[config.mk]
export PLATFORM = sky130hd
export DESIGN_NAME = alu4_two_phase
export DESIGN_NICKNAME = d
export VERILOG_FILES = /design/src/rtl/alu4_pkg.sv /design/src/rtl/alu4_logic.sv /design/src/rtl/alu4_addsub.sv /design/src/rtl/alu4_rotate.sv /design/src/rtl/alu4_two_phase.sv
export SDC_FILE = /design/constraint.sdc
export NUM_CORES = 1
export LEC_CHECK = 0
export CAP_MARGIN = 20
export CORE_MARGIN = 3
export CORE_UTILIZATION = 47
export CTS_CLUSTER_SIZE = 40
export DETAILED_ROUTE_END_ITERATION = 8
export PLACE_DENSITY = 0.77
export RECOVER_POWER = 100
export SETUP_SLACK_MARGIN = 0.02
export SLEW_MARGIN = 20
export SYNTH_ARGS = -nofsm -noshare
export SYNTH_HDL_FRONTEND = slang
export SYNTH_SLANG_ARGS = --single-unit
[constraint.sdc]
create_clock -name clk_i -period 2.1 [get_ports clk_i]
set_input_delay 0.42 -clock clk_i [delete_from_list [all_inputs] [get_ports clk_i]]
set_output_delay 0.42 -clock clk_i [all_outputs]
set_load 0.01 [all_outputs]
[src/rtl/alu4_pkg.sv]
package alu4_pkg;
  localparam int unsigned DATA_W = 4;
  localparam int unsigned OP_W   = 3;

  // bit0: sub-function, bit1: arith vs logic, bit2: rotator
  typedef enum logic [OP_W-1:0] {
    OP_OR  = 3'b000,
    OP_AND = 3'b001,
    OP_ADD = 3'b010,
    OP_SUB = 3'b011,
    OP_ROL = 3'b100,
    OP_ROR = 3'b101
  } alu_op_e;
endpackage

[src/rtl/alu4_logic.sv]
module alu4_logic #(
  parameter int unsigned W = 4
) (
  input  logic         and_sel_i,
  input  logic [W-1:0] x_i,
  input  logic [W-1:0] y_i,
  output logic [W-1:0] z_o
);
  for (genvar g = 0; g < W; g++) begin : g_bit
    assign z_o[g] = and_sel_i ? (x_i[g] & y_i[g]) : (x_i[g] | y_i[g]);
  end

  // a set result bit always needs at least one set operand bit
  always_comb begin
    assert_logic_subset_R6: assert ((z_o & ~(x_i | y_i)) == '0);
  end
endmodule

[src/rtl/alu4_addsub.sv]
module alu4_addsub #(
  parameter int unsigned W = 4
) (
  input  logic         sub_i,
  input  logic [W-1:0] acc_i,
  input  logic [W-1:0] a_i,
  output logic [W-1:0] sum_o
);
  logic [W-1:0] a_x;
  logic [W-1:0] cin;

  assign a_x   = a_i ^ {W{sub_i}};
  assign cin   = {{(W-1){1'b0}}, sub_i};
  assign sum_o = acc_i + a_x + cin;  // carry-out dropped

  always_comb begin
    if (sub_i && (a_i == acc_i)) begin
      assert_sub_self_R5: assert (sum_o == '0);
    end
  end
endmodule

[src/rtl/alu4_rotate.sv]
module alu4_rotate #(
  parameter int unsigned W = 4
) (
  input  logic         right_i,
  input  logic [W-1:0] d_i,
  output logic [W-1:0] q_o
);
  logic [W-1:0] rol;
  logic [W-1:0] ror;

  assign rol = {d_i[W-2:0], d_i[W-1]};
  assign ror = {d_i[0], d_i[W-1:1]};
  assign q_o = right_i ? ror : rol;

  always_comb begin
    assert_rot_keeps_bits_R7: assert ($countones(q_o) == $countones(d_i));
  end
endmodule

[src/rtl/alu4_two_phase.sv]
module alu4_two_phase
  import alu4_pkg::*;
(
  input  logic              clk_i,
  input  logic              rst_ni,
  input  logic              ph_a_i,
  input  logic              ph_b_i,
  input  logic [OP_W-1:0]   op_i,
  input  logic [DATA_W-1:0] a_i,
  input  logic [DATA_W-1:0] acc_i,
  output logic [DATA_W-1:0] result_o
);
  logic [DATA_W-1:0] a_q, acc_q, res_q;
  logic [DATA_W-1:0] logic_res, arith_res, rot_res, first_res, res_d;

  always_ff @(posedge clk_i or negedge rst_ni) begin
    if (!rst_ni) begin
      a_q   <= '0;
      acc_q <= '0;
    end else if (ph_a_i) begin
      a_q   <= a_i;
      acc_q <= acc_i;
    end
  end

  alu4_logic #(.W(DATA_W)) i_logic (
    .and_sel_i (op_i[0]),
    .x_i       (acc_q),
    .y_i       (a_q),
    .z_o       (logic_res)
  );

  alu4_addsub #(.W(DATA_W)) i_addsub (
    .sub_i (op_i[0]),
    .acc_i (acc_q),
    .a_i   (a_q),
    .sum_o (arith_res)
  );

  alu4_rotate #(.W(DATA_W)) i_rotate (
    .right_i (op_i[0]),
    .d_i     (acc_q),
    .q_o     (rot_res)
  );

  assign first_res = op_i[1] ? arith_res : logic_res;
  assign res_d     = op_i[2] ? rot_res : first_res;

  always_ff @(posedge clk_i or negedge rst_ni) begin
    if (!rst_ni)     res_q <= '0;
    else if (ph_b_i) res_q <= res_d;
  end

  assign result_o = res_q;

  assert_phase_excl_R3: assert property (@(posedge clk_i) disable iff (!rst_ni)
    !(ph_a_i && ph_b_i));

  assert_res_hold_R3: assert property (@(posedge clk_i) disable iff (!rst_ni)
    !ph_b_i |=> $stable(result_o));

  assert_opnd_hold_R2: assert property (@(posedge clk_i) disable iff (!rst_ni)
    !ph_a_i |=> ($stable(a_q) && $stable(acc_q)));

  assert_rot_popcount_R8: assert property (@(posedge clk_i) disable iff (!rst_ni)
    (ph_b_i && op_i[2]) |=> ($countones(result_o) == $countones($past(acc_q))));
endmodule

Word-level counts from Yosys, hierarchy flattened
Index checks and enable logic that the tools add are counted.
Storage, ports and cells
  register bits after elaboration: 12
  output and inout bits: 4
  logic and storage cells: 21
Operators by class
  $add $sub $neg: 2
  mux-type cells: 7
  bitwise operators: 9
Operator list (number)
  $mux W4: 3
  $add A4 B1 Y4: 1
  $add A4 B4 Y4: 1
  $and A1 B1 Y1: 4
  $mux W1: 4
  $or A1 B1 Y1: 4
  $xor A4 B4 Y4: 1

Logic depth before layout (Yosys ltp)
Gate-level depths: netlist of the first run.
  word-level depth: 5
  depth in mapped cells: 8
  gate-level depth less buffers: 7

By module
A second synthesis of the first run with hierarchy kept.
Unflattened totals
  cells, all modules: 61
  area, all modules: 787.0 um^2
By module, submodules not included
  alu4_two_phase: instances 1, cells an instance 39, area an instance 543.0 um^2, sequential area each 300.3 um^2
  alu4_addsub: instances 1, cells an instance 13, area an instance 150.1 um^2, sequential area each 0.0 um^2
  alu4_logic: instances 1, cells an instance 5, area an instance 48.8 um^2, sequential area each 0.0 um^2
  alu4_rotate: instances 1, cells an instance 4, area an instance 45.0 um^2, sequential area each 0.0 um^2

Worst setup path after synthesis of the first run
No wires, ideal clock.
  kind: in2reg
  start point: input op_i[0]
  end point: register res_q[1], in the netlist result_o[1]
  library setup time: 132 ps
  arrival time: 1533 ps
  data required time: 1968 ps
  path slack: 435 ps
  stages: 5
  path through: buf_6 -> xor2_1 -> fa_1 -> a211oi_1 -> o22ai_1
Between the ends
  cells in the longest elaborated chain, start to end: 5
  elaborated cells on any way between the ends: 7
RTL lines
  from (decl): RTL line alu4_two_phase.sv:8  | input logic [OP_W-1:0] op_i,
  $xor A4 B4 Y4: RTL line alu4_addsub.sv:12  | assign a_x = a_i ^ {W{sub_i}};
  $add A4 B4 Y4: RTL line alu4_addsub.sv:14  | assign sum_o = acc_i + a_x + cin;
  $add A4 B1 Y4: RTL line alu4_addsub.sv:14
  $mux W4: RTL line alu4_two_phase.sv:46  | assign first_res = op_i[1] ? arith_res : logic_res;
  $mux W4 *: RTL line alu4_two_phase.sv:47  | assign res_d = op_i[2] ? rot_res : first_res;
  to (signal assigned): RTL line alu4_two_phase.sv:51  | else if (ph_b_i) res_q <= res_d;
  to (decl): RTL line alu4_two_phase.sv:13  | logic [DATA_W-1:0] a_q, acc_q, res_q;
Every way passes the cells marked *; elsewhere a longest branch is shown, timed or not.
A chain may end at the register's enable or synchronous reset.

Worst setup path after layout of the first run
  start point: register a_q[0]
  end point: register res_q[2], in the netlist result_o[2]
Between the ends
  cells in the longest elaborated chain, start to end: 5
RTL lines
  from (decl): RTL line alu4_two_phase.sv:13
  from (signal assigned): RTL line alu4_two_phase.sv:21  | a_q <= a_i;
  $xor A4 B4 Y4: RTL line alu4_addsub.sv:12
  $add A4 B4 Y4: RTL line alu4_addsub.sv:14
  $add A4 B1 Y4: RTL line alu4_addsub.sv:14
  $mux W4: RTL line alu4_two_phase.sv:46
  $mux W4: RTL line alu4_two_phase.sv:47
Every way passes these cells.

==> impl_summary.md, run 1 <==
Run status
The run finished with clean final reports.

Setup path
The maximum cell stage delay along the critical path is roughly 0.42 ns. Data on the critical path arrives at its endpoint at 1.85 ns. The cell type of the slowest stage on the worst timing path is dfrtp_1. The data required time of the worst path is 2.24 ns.

The cell family contributing the most delay on the critical path is flip-flops. The critical path class is reg2reg. The kind of start point of the critical path is a flop. The biggest fanout along the worst timing path is 5.

The endpoint kind of the worst setup timing path is a flop. Traced cell by cell, the critical path runs through mux2i_1 -> inv_1 -> fa_1 -> xnor2_1 -> nand2_1 -> o211ai_1 -> a31oi_1. The number of buffers and inverters on the critical path is 1.

Clock network
The number of hold buffers added after CTS was 0. No sink is reached through more buffers than the 2 on the longest clock path. After clock tree synthesis, the clock-pin slew on the worst setup and hold paths is roughly 0.070 ns. The insertion delay of the later-clocked pin in the worst-skew pair is between 0.2 and 0.3 ns. TritonCTS built the clock tree. Clock tree synthesis selected as its root buffer the cell clkbuf_4. For this design, the sink count on the clock tree is 12. In this run the number of H-tree levels came out at 1. Counting the buffers created by CTS gives 3.

Timing
The worst path meets setup with just under 0.4 ns of slack. The worst-margin pin slew is 0.543 ns. The normalized max-slew margin is a little under two thirds.

Clock skew on the completed layout was measured at around 0.0034 ns. The highest clock frequency the design can meet is around 0.59 GHz. Setup violations remaining at the end of the flow were counted as 0. The number of hold violations in the final report is 0. The worst path uses about four fifths of the clock period. The final max-slew violation count is 0. Hold is met by 0.501 ns. The smallest clock period supported by the final layout is computed as ~1.7 ns. Setup repair after global routing left no endpoint under its margin.

Run
Across the run, the number of max-cap violations was 0.

Cells and area
Once layout is complete, the utilization of the core stands at a little under 70%. The ratio of cells with drive above 1 in the final layout is about a fifth. Leaving out fill and tap cells, the most frequent cells in the layout are dfrtp_1, mux2_2, clkdlybuf4s50_1, nand2_1, dlygate4sd3_1. Relative to the synthesized area, the layout overhead comes to 28.2%.

The final net count is between 100 and 150. The summed area of non-filler cells in the final layout is between 900 and 1000 µm². The number of antenna cells inserted is 0.

The count of fill cells added during filler insertion is around 130. The commonest non-fill, non-tap cell in the layout is dfrtp_1.

Global routing
The total overflow reported by the global router is 0. The number of global-route vias before repair came to between 500 and 600. The layer flagged by global routing as most heavily used is met2. The met1 track utilization from global routing is about 17%.

The first global-routing pass estimated around 2300 µm of wire. Global routing used 6.32% of the available met3 tracks. The global-route usage over all layers is 16.1%. Global routing used between 20% and 30% of the available met2 tracks. Entering global routing, the biggest net connects 13 pins.

The initial antenna violation count is 0.

Floorplanning
The floorplan has 13 rows. The overall die height is roughly 46 µm. The boundary pin count is 19.

The starting density of the core is 53.8%. The overall die area is approximately 2100 µm². The core outline area is ~1400 µm². The horizontal die dimension is 46.0 µm.

Place
Summing all placed instances gives a cell area of about 940 µm². The congestion estimate from routability-driven global placement came to 0.748. Detailed placement finished with a half-perimeter wire length of about 1100 µm. The count of buffers inserted at the top-level ports is 18. The worst slack at placement is -0.103 ns.

Power and ir drop
The clock network is responsible for between 20 and 25% of the overall power. Power spread over the standard cell area amounts to 648 nW/µm². The leakage power summed over all cells is between 0.4 and 0.5 nW. The switching portion of total power is about 29%.

The portion of total power attributed to combinational logic is approximately a third. Total power for the finished layout comes to 0.626 mW. Summed over all nets, the switching power comes to 0.182 mW. The proportion of power drawn by flip-flops and latches is a little under half. The internal power component is ~0.44 mW. The maximum VDD drop is between 0.4 and 0.5 mV.

Routing
After detailed routing, the number of remaining DRC violations is 0. The initial DRC count is 1. The routed length per instance is ~13 µm. The total number of vias is between 500 and 600. The number of search-and-repair iterations in the first detailed-routing pass is 2. The count of nets left with antenna violations once routing finished came out at 0.

After detailed routing, the total wire length is ~1300 µm. After detailed routing, the number of vias per cell comes to around 5.5.

Synthesis
The number of warnings issued by yosys is 0. Counting every instance in the synthesized netlist gives 71. The synthesized design contains 12 register bits. After synthesis, the mean cell area works out to approximately 11 µm². The count of different cell masters after synthesis is 27. After synthesis, the largest area contributor takes up 39.9% of total cell area. Of all cell types, the one taking the most synthesized area is dfrtp_1.

For this run, the register share of the synthesized area comes to 39.9%. The net count after synthesis is 89. After synthesis, the cell types taking the most area are dfrtp_1, mux2_2, nand2_1. The cell area that synthesis handed to floorplanning was approximately 750 µm².

Hold path
The tightest min-delay check is of the reg2reg type.
[power groups by stage]
stage          clock [mW]  sequential, mW  combinational [mW]
6_report            0.135           0.290               0.201
5_1_grt             0.158           0.296               0.228
4_1_cts             0.143           0.291               0.211
3_5_place_dp            0           0.296               0.210
3_3_place_gp            0           0.294               0.205
2_1_floorplan           0           0.297               0.125
[routing by layer]
metal | vias to the layer above | part of all wire, %
met2 | 15 | 52
met5 | - | 0
li1 | 288 | -
met1 | 276 | 40
met4 | 0 | 0.82
met3 | 2 | 7.0
[final cells by class]
| class | instances | area [µm²] | share of cell area [%] |
|---|---|---|---|
| multi-input combinational | 52 | 419 | 43.4 |
| sequential | 12 | 300 | 31.1 |
| tap | 15 | 18.8 | 1.94 |
| inverter | 4 | 15.0 | 1.55 |
| clock buffer | 3 | 22.5 | 2.33 |
| timing repair buffer | 19 | 190 | 19.7 |
[cell families (layout without fill, tap and decap cells)]
group | count (synthesis) | after routing | share of synthesized area, %
compound gates | 15 | 15 | 12.6
xor+xnor | 6 | 6 | 6.98
mux | 14 | 14 | 21.1
simple gates | 13 | 13 | 7.48
flops | 12 | 12 | 39.9
fa+ha+maj | 4 | 4 | 7.47
buf+inv | 7 | 26 | 4.48
[registers in the layout, summed over array words and instances (netlist names)]
register and flops:
acc_q 4, a_q 4, result_o 4
[path summary, 6_finish.rpt]
check,from,end,slack [ns],cells after the start
setup / recovery,a_q[0]$_DFFE_PN0P_,result_o[2]$_DFFE_PN0P_,0.40,7
hold / removal,result_o[0]$_DFFE_PN0P_,result_o[0]$_DFFE_PN0P_,0.50,1
setup reg to reg,a_q[0]$_DFFE_PN0P_,result_o[2]$_DFFE_PN0P_,0.40,7
hold reg to reg,result_o[0]$_DFFE_PN0P_,result_o[0]$_DFFE_PN0P_,0.50,1
max in group asynchronous,rst_ni,a_q[2]$_DFFE_PN0P_,1.17,1
min in group asynchronous,rst_ni,result_o[1]$_DFFE_PN0P_,0.57,1
[per-stage QoR]
step / TNS [ns] / std cells
finish: 0 / 105
global route: 0 / 105
CTS: 0 / 105
detailed placement: -0.213 / 102
global placement: -0.107 / 102
floorplan: 0 / 71
[repair_timing]
action	in CTS	in global routing
resized for setup	0	1
setup endpoints to repair	0	1
setup buffers	0	0
[Yosys cell counts (all sizes together)]
| cell | n |
|---|---|
| mux2i | 2 |
| xor2 | 3 |
| nand2 | 8 |
| o31ai | 1 |
| nor3b | 1 |
| mux2 | 12 |
| buf | 1 |
| o21bai | 1 |
| a21boi | 1 |
| inv | 4 |
| nand2b | 1 |
| clkbuf | 2 |
| a21oi | 2 |
| xnor2 | 3 |
| a31oi | 1 |
| ha | 2 |
| dfrtp | 12 |
| nor2 | 2 |
| maj3 | 1 |
| fa | 1 |
| nand3 | 1 |
| a211oi | 2 |
| o211ai | 2 |
| o21ai | 4 |
| o22ai | 1 |
Power figures use the tool's default switching activity.
==> run 2: changes to the inputs <==
- CORE_UTILIZATION: 47 -> 42
- PLACE_DENSITY: 0.77 -> 0.73
- clock period: 2.1 -> 1.55 ns (I/O delays scaled with it)
==> run 2 against run 1 <==
Compared with the run above: the flow now finishes with violations (negative setup slack); die area increased by 10%; largest cell class unchanged; fmax increased by 5.2%; wire length increased by 26%; critical endpoint is now result_o[3]$_DFFE_PN0P_; highest routed layer is now met3; via count increased by 11%.
==> impl_summary.md, run 2 (synthesized netlist as in run 1, its figures left out) <==
Routing
The routed length per instance is 13.4 µm (+4.1%). The number of search-and-repair iterations in the first detailed-routing pass is 5 (+3). The via-per-instance ratio is 5.09 (-7.9%). The initial DRC count was 13 (+12).

The total number of vias is 647 (+11%). The total DRC errors in the routed layout is 0 (unchanged). The total wire length came to 1700 µm (+26%). The remaining number of nets flagged by the antenna check after routing was 0 (unchanged).

Run status
The checks that failed: negative setup slack. The run finished, with violations left.

Power and ir drop
The internal power component came to 0.711 mW (+60%). The reported net switching power is 0.293 mW (+61%). The power density over cell area is 915 nW/µm² (+41%). The portion of total power attributed to combinational logic was 36.2% (+4.0 points). The proportion of power drawn by flip-flops and latches was 38.5% (-7.8 points). The maximum VDD drop is 0.527 mV (+6.6%).

The switching portion of total power is 29.2% (+0.15 points). The part of the total power dissipated in the clock network is 25.3% (+3.7 points). The leakage power summed over all cells came to 0.477 nW (+14%).

Floorplanning
The starting density of the core is 47.3% (-6.6 points). The overall die area is 2340 µm² (+10%). The overall die height is 48.4 µm (+5.0%). The boundary pin count is 19 (unchanged). The number of rows created at floorplan is 14 (+1). The core outline area came to 1590 µm² (+14%).

The horizontal die dimension is 48.4 µm (+5.0%).

Place
The estimated wirelength of the detail-placed design is 1240 µm (+14%). The placer's final routability congestion estimate is 0.838 (+12%). The count of buffers inserted at the top-level ports is 18 (unchanged). The area of placed instances is 1030 µm² (+9.4%). The count of placed standard cells including taps is 120 (+18%).

Clock network
The maximum level of the CTS H-tree is 1 (unchanged). The total of hold buffers inserted after clock tree synthesis is 0 (unchanged). The number of buffers between clock root and the deepest sink came to 2 (unchanged). The clock-pin transition on the worst setup and hold timing paths is 0.08 ns (about the same). CTS placed an instance of clkbuf_4 at the clock tree root. The sink count of the clock tree came to 12 (unchanged). The CTS buffer count is 3 (unchanged).

TritonCTS built the clock tree. The insertion delay of the later-clocked pin in the worst-skew pair came to 0.27 ns (about the same).

Global routing
The total overflow reported by the global router is 0 (unchanged). The number of global-route vias before repair is 660 (+18%). The initial antenna violation count is 0 (unchanged). The wire length of the first global-routing pass is 2700 µm (+15%). The maximum number of pins on one net before global-route repair was 13 (unchanged). The global-route usage over all layers is 14.6% (-1.5 points).

Timing
Setup repair after global routing could not meet its margin everywhere. The clock skew after layout is 0.00734 ns (+0.00399 ns). The final setup violation count was 2 (+2).

The highest clock frequency the design can meet came to 0.618 GHz (+5.2%). The worst hold margin was 0.517 ns (+0.0159 ns). The post-layout minimum cycle time is 1.62 ns (-0.0846 ns). The normalized max-slew margin is 55.9% (-7.8 points). The number of hold violations in the final report is 0 (unchanged).

The setup total negative slack came to -0.0829 ns (-0.0829 ns). The worst-margin pin slew is 0.662 ns (+0.119 ns). The slack of the critical path is -0.0675 ns (-0.465 ns). The final max-slew violation count is 0 (unchanged). The share of the clock period used by the worst path after layout is 104% (+23 points).

Setup path
The endpoint identified for the worst register-to-register timing path is result_o[3]$_DFFE_PN0P_. By startpoint and endpoint, the worst setup path is classified as reg2reg. The timing startpoint of the critical path is a_q[2]$_DFFE_PN0P_. The logic depth of the worst register-to-register path is 6 (-1). The data arrival time of the critical path was 1.81 ns (-0.04 ns). The data required time of the worst path came to 1.74 ns (-0.50 ns).

The kind of start point of the critical path is a flop. The launch point of the worst reg-to-reg path is a_q[2]$_DFFE_PN0P_. The biggest fanout along the worst timing path is 3 (-2). The endpoint kind of the worst setup timing path is a flop.

The worst setup slack for register-to-register paths was -0.07 ns (-0.47 ns). Following the worst setup path forward leads to its endpoint at result_o[3]$_DFFE_PN0P_.

Cells and area
The post-route core utilization is 68.8% (-0.21 points). The number of antenna cells inserted came to 0 (unchanged). The final net count is 122 (+11%).

The ratio of cells with drive above 1 in the final layout was 33.0% (+14 points). From synthesis to final layout, the design area changed by 45.7%. The commonest non-fill, non-tap cell in the layout is clkdlybuf4s50_1. Leaving out fill and tap cells, the most frequent cells in the layout are clkdlybuf4s50_1, dfrtp_1, mux2_2, buf_4, nand2_1. The post-layout instance count excluding filler cells is 127 (+21%). The summed area of non-filler cells in the final layout came to 1100 µm² (+14%).

Run
The number of violations of the max-capacitance limit came to 0 (unchanged).

Hold path
The path class of the tightest hold or removal check is reg2reg.
run 2: routing by layer:
layer | GRT usage, % | part of all wire (%) | up-vias
li1 | - | - | 313
met3 | 4.29 | 7.2 | 0
met4 | 4.27 | 0 | 0
met5 | 0 | 0 | -
met1 | 17.0 | 41 | 305
met2 | 25.9 | 52 | 29
run 2: repair_timing:
action | CTS | global route
gates resized for setup | 2 | 2
pin swaps | 1 | 4
buffers inserted | 2 | 1
endpoints found under the setup margin | 4 | 3
run 2: critical path: stages (launching register included):
cell      delay [ns]
dfrtp_1         0.40
xor2_1          0.17
ha_1            0.39
a21oi_2         0.16
o21ai_1         0.09
xor2_1          0.16
o211ai_1        0.16
run 2: worst min path at each step:
stage,to,from,cells past startpoint
CTS,result_o[1]$_DFFE_PN0P_,rst_ni,2
floorplan,a_q[0]$_DFFE_PN0P_,rst_ni,0
finish,result_o[0]$_DFFE_PN0P_,result_o[0]$_DFFE_PN0P_,1
global route,result_o[0]$_DFFE_PN0P_,result_o[0]$_DFFE_PN0P_,1
global placement,result_o[0]$_DFFE_PN0P_,result_o[0]$_DFFE_PN0P_,1
detailed placement,result_o[0]$_DFFE_PN0P_,result_o[0]$_DFFE_PN0P_,1
run 2: stage by stage:
step                      power [mW]  setup slack (ns)
after floorplan                0.575            0.0451
after global placement         0.709            -0.491
after detailed placement       0.719            -0.512
after CTS                      0.987           -0.0147
after global routing            1.07            -0.156
final                           1.00           -0.0675
run 2: final cells by class:
| class | count | area, µm² |
|---|---|---|
| Inverter | 4 | 15.0 |
| Sequential cell | 12 | 300 |
| Clock buffer | 4 | 36.3 |
| Multi-Input combinational cell | 52 | 445 |
| Tap cell | 24 | 30.0 |
| Timing Repair Buffer | 31 | 270 |
| Fill cell | 128 | 497 |
run 2: power groups by stage:
stage	sequential [mW]	combinational, mW	clock [mW]
final	0.387	0.363	0.254
after global routing	0.393	0.398	0.281
after CTS	0.388	0.341	0.259
after detailed placement	0.394	0.325	0
after global placement	0.391	0.317	0
after floorplan	0.403	0.172	0
==> run 3: changes to the inputs <==
- CORE_UTILIZATION: 42 -> 47
- PLACE_DENSITY: 0.73 -> 0.77
- clock period: 1.55 -> 1.7 ns (I/O delays scaled with it)
==> run 3 against run 2 <==
Compared with the run above: the flow now finishes without violations; power is 13% lower; sequential power shrank 8.5%; clock power shrank 9.4%; highest routed layer is now met4; die area fell by 9.4%; critical path depth is 1 higher.
==> impl_summary.md, run 3 (synthesized netlist as in run 1, its figures left out) <==
Timing
The number of hold violations in the final report came to 0 (unchanged). Setup repair after global routing could not meet its margin everywhere. The post-layout minimum cycle time is 1.67 ns (+0.0556 ns). The worst hold margin is 0.475 ns (-0.0420 ns). The share of the clock period used by the worst path after layout is 98.4% (-5.9 points). The final max-slew violation count was 0 (unchanged). The highest clock frequency the design can meet came to 0.598 GHz (-3.3%). The clock skew after layout is 0.00244 ns (-0.00490 ns).

The normalized max-slew margin came to 64.9% (+9.0 points). The worst-margin pin slew is 0.525 ns (-0.137 ns). The final setup violation count is 0 (-2).

Setup path
The logic depth of the worst register-to-register path is 7 (+1). The largest individual stage delay along the critical path comes from the cell dfrtp_1. The endpoint kind of the worst setup timing path is a flop. The biggest fanout along the worst timing path is 2 (-1).

The data arrival time of the critical path was 1.87 ns (+0.06 ns). The launch point of the worst reg-to-reg path is a_q[0]$_DFFE_PN0P_. The worst setup path is launched from a flop. The maximum cell stage delay along the critical path was 0.40 ns (about the same). The worst setup slack for register-to-register paths is 0.03 ns (+0.09 ns). The worst register-to-register path ends at result_o[2]$_DFFE_PN0P_. The data required time of the worst path came to 1.90 ns (+0.16 ns). The critical path goes through mux2i_2 -> inv_1 -> fa_2 -> xnor2_2 -> nand2_1 -> o211ai_1 -> a31oi_1. The critical path class is reg2reg.

Floorplanning
The number of rows created at floorplan is 13 (-1). The overall die height is 46.0 µm (-4.8%). The starting density of the core was 53.8% (+6.6 points).

The overall die area was 2120 µm² (-9.4%). The boundary pin count is 19 (unchanged). The horizontal die dimension is 46.0 µm (-4.8%).

The core outline area is 1400 µm² (-12%).

Cells and area
The multi-input logic area is 433 µm² (-2.8%). The area taken by flip-flops and latches came to 300 µm² (unchanged). The layout-stage area growth over the synthesis result is 35.9%. The ratio of cells with drive above 1 in the final layout came to 26.0% (-7.0 points). The final net count is 115 (-5.7%). Leaving out fill and tap cells, the most frequent cell in the layout is dfrtp_1. The count of fill cells added during filler insertion is 116 (-9.4%). In the layout the commonest cells are dfrtp_1, mux2_2, clkdlybuf4s50_1, nand2_1, dlygate4sd3_1. The number of antenna cells inserted was 0 (unchanged).

Run
The number of violations of the max-capacitance limit came to 0 (unchanged).

Routing
The via-per-instance ratio is 5.33 (+4.7%). The total wire length was 1490 µm (-12%). The remaining number of nets flagged by the antenna check after routing is 0 (unchanged). The total DRC errors in the routed layout is 0 (unchanged). The routed length per instance was 13.5 µm (+0.61%). The total number of vias is 592 (-8.5%). The number of search-and-repair iterations in the first detailed-routing pass was 3 (-2). The initial DRC count is 5 (-8).

Global routing
The number of global-route vias before repair is 603 (-8.6%). The wire length of the first global-routing pass is 2610 µm (-3.3%). The global-route usage over all layers is 17.6% (+3.0 points). The total overflow reported by the global router is 0 (unchanged). The maximum number of pins on one net before global-route repair came to 13 (unchanged). The initial antenna violation count was 0 (unchanged).

Clock network
TritonCTS built the clock tree. The insertion delay of the later-clocked pin in the worst-skew pair came to 0.27 ns (about the same). The sink count of the clock tree is 12 (unchanged). The clock-pin transition on the worst setup and hold timing paths was 0.08 ns (about the same). The CTS buffer count is 3 (unchanged). The number of buffers between clock root and the deepest sink is 2 (unchanged). The maximum level of the CTS H-tree is 1 (unchanged). The clock tree root buffer cell is clkbuf_4.

Hold path
The class of the tightest hold or removal check is in2async.

Power and ir drop
The maximum VDD drop was 0.590 mV (+12%). The power density over cell area is 852 nW/µm² (-6.9%). The leakage power summed over all cells is 0.441 nW (-7.5%). The overall power after layout is 0.872 mW (-13%).

Place
The placer's final routability congestion estimate came to 0.796 (-5.1%). The estimated wirelength of the detail-placed design was 1170 µm (-5.9%). The count of buffers inserted at the top-level ports is 18 (unchanged).

Run status
The flow ran to the end, and the final reports show no timing, DRC or antenna violations.
-- run 3: worst max-delay path, delay by kind of cell, from the launching register on --
family / cells / cell delay, ns
DFF: 1 / 0.40
adders and majority gates: 1 / 0.36
muxes: 1 / 0.28
AOI/OAI and AO/OA: 2 / 0.25
xor gates and xnor gates: 1 / 0.14
buffers and inverters: 1 / 0.10
and+or+nand+nor: 1 / 0.07
-- run 3: worst max path at each step --
stage,slack (ns),startpoint,depth (start not counted),to
finish,0.03,a_q[0]$_DFFE_PN0P_,7,result_o[2]$_DFFE_PN0P_
global route,-0.11,a_q[0]$_DFFE_PN0P_,7,result_o[2]$_DFFE_PN0P_
CTS,0.03,a_q[0]$_DFFE_PN0P_,7,result_o[2]$_DFFE_PN0P_
detailed placement,-0.48,op_i[0],8,result_o[2]$_DFFE_PN0P_
global placement,-0.37,op_i[0],5,result_o[1]$_DFFE_PN0P_
floorplan,0.11,op_i[0],5,result_o[1]$_DFFE_PN0P_
-- run 3: what timing repair did --
item                       4_1_cts  5_1_grt
hold buffers                     0        0
resized for setup                3        1
pin swaps                        1        1
setup endpoints to repair        3        3
setup buffers                    1        0
-- run 3: cell type report --
cell class | count | area share [%]
Timing Repair Buffer | 24 | 21.5
Inverter | 4 | 1.47
Tap cell | 15 | 1.83
Sequential cell | 12 | 29.3
Multi-Input combinational cell | 52 | 42.3
Clock buffer | 4 | 3.55
-- run 3: routing by layer --
| layer | GRT usage, % | share of wire, % |
|---|---|---|
| met1 | 22.5 | 45 |
| met2 | 29.4 | 48 |
| met3 | 2.77 | 5.9 |
| met4 | 6.82 | 0.80 |
| met5 | 0 | 0 |
-- run 3: stage by stage --
stage / std cells / area, µm² / util [%] / setup TNS, ns / setup WS, ns
global placement: 106 / 971 / 69.4 / -1.27 / -0.375
CTS: 111 / 1020 / 72.9 / 0 / 0.0318
global route: 111 / 1020 / 73.2 / -0.207 / -0.106
detailed placement: 106 / 971 / 69.4 / -1.50 / -0.480
finish: 111 / 1020 / 73.2 / 0 / 0.0269
floorplan: 71 / 753 / - / 0 / 0.115
-- run 3: power breakdown --
group	total, mW	switching (mW)	leakage [nW]	internal, mW
sequential	0.354	0.0316	0.141	0.322
clock	0.230	0.0994	0.0210	0.130
combinational	0.289	0.122	0.279	0.167
total	0.872	0.253	0.441	0.619
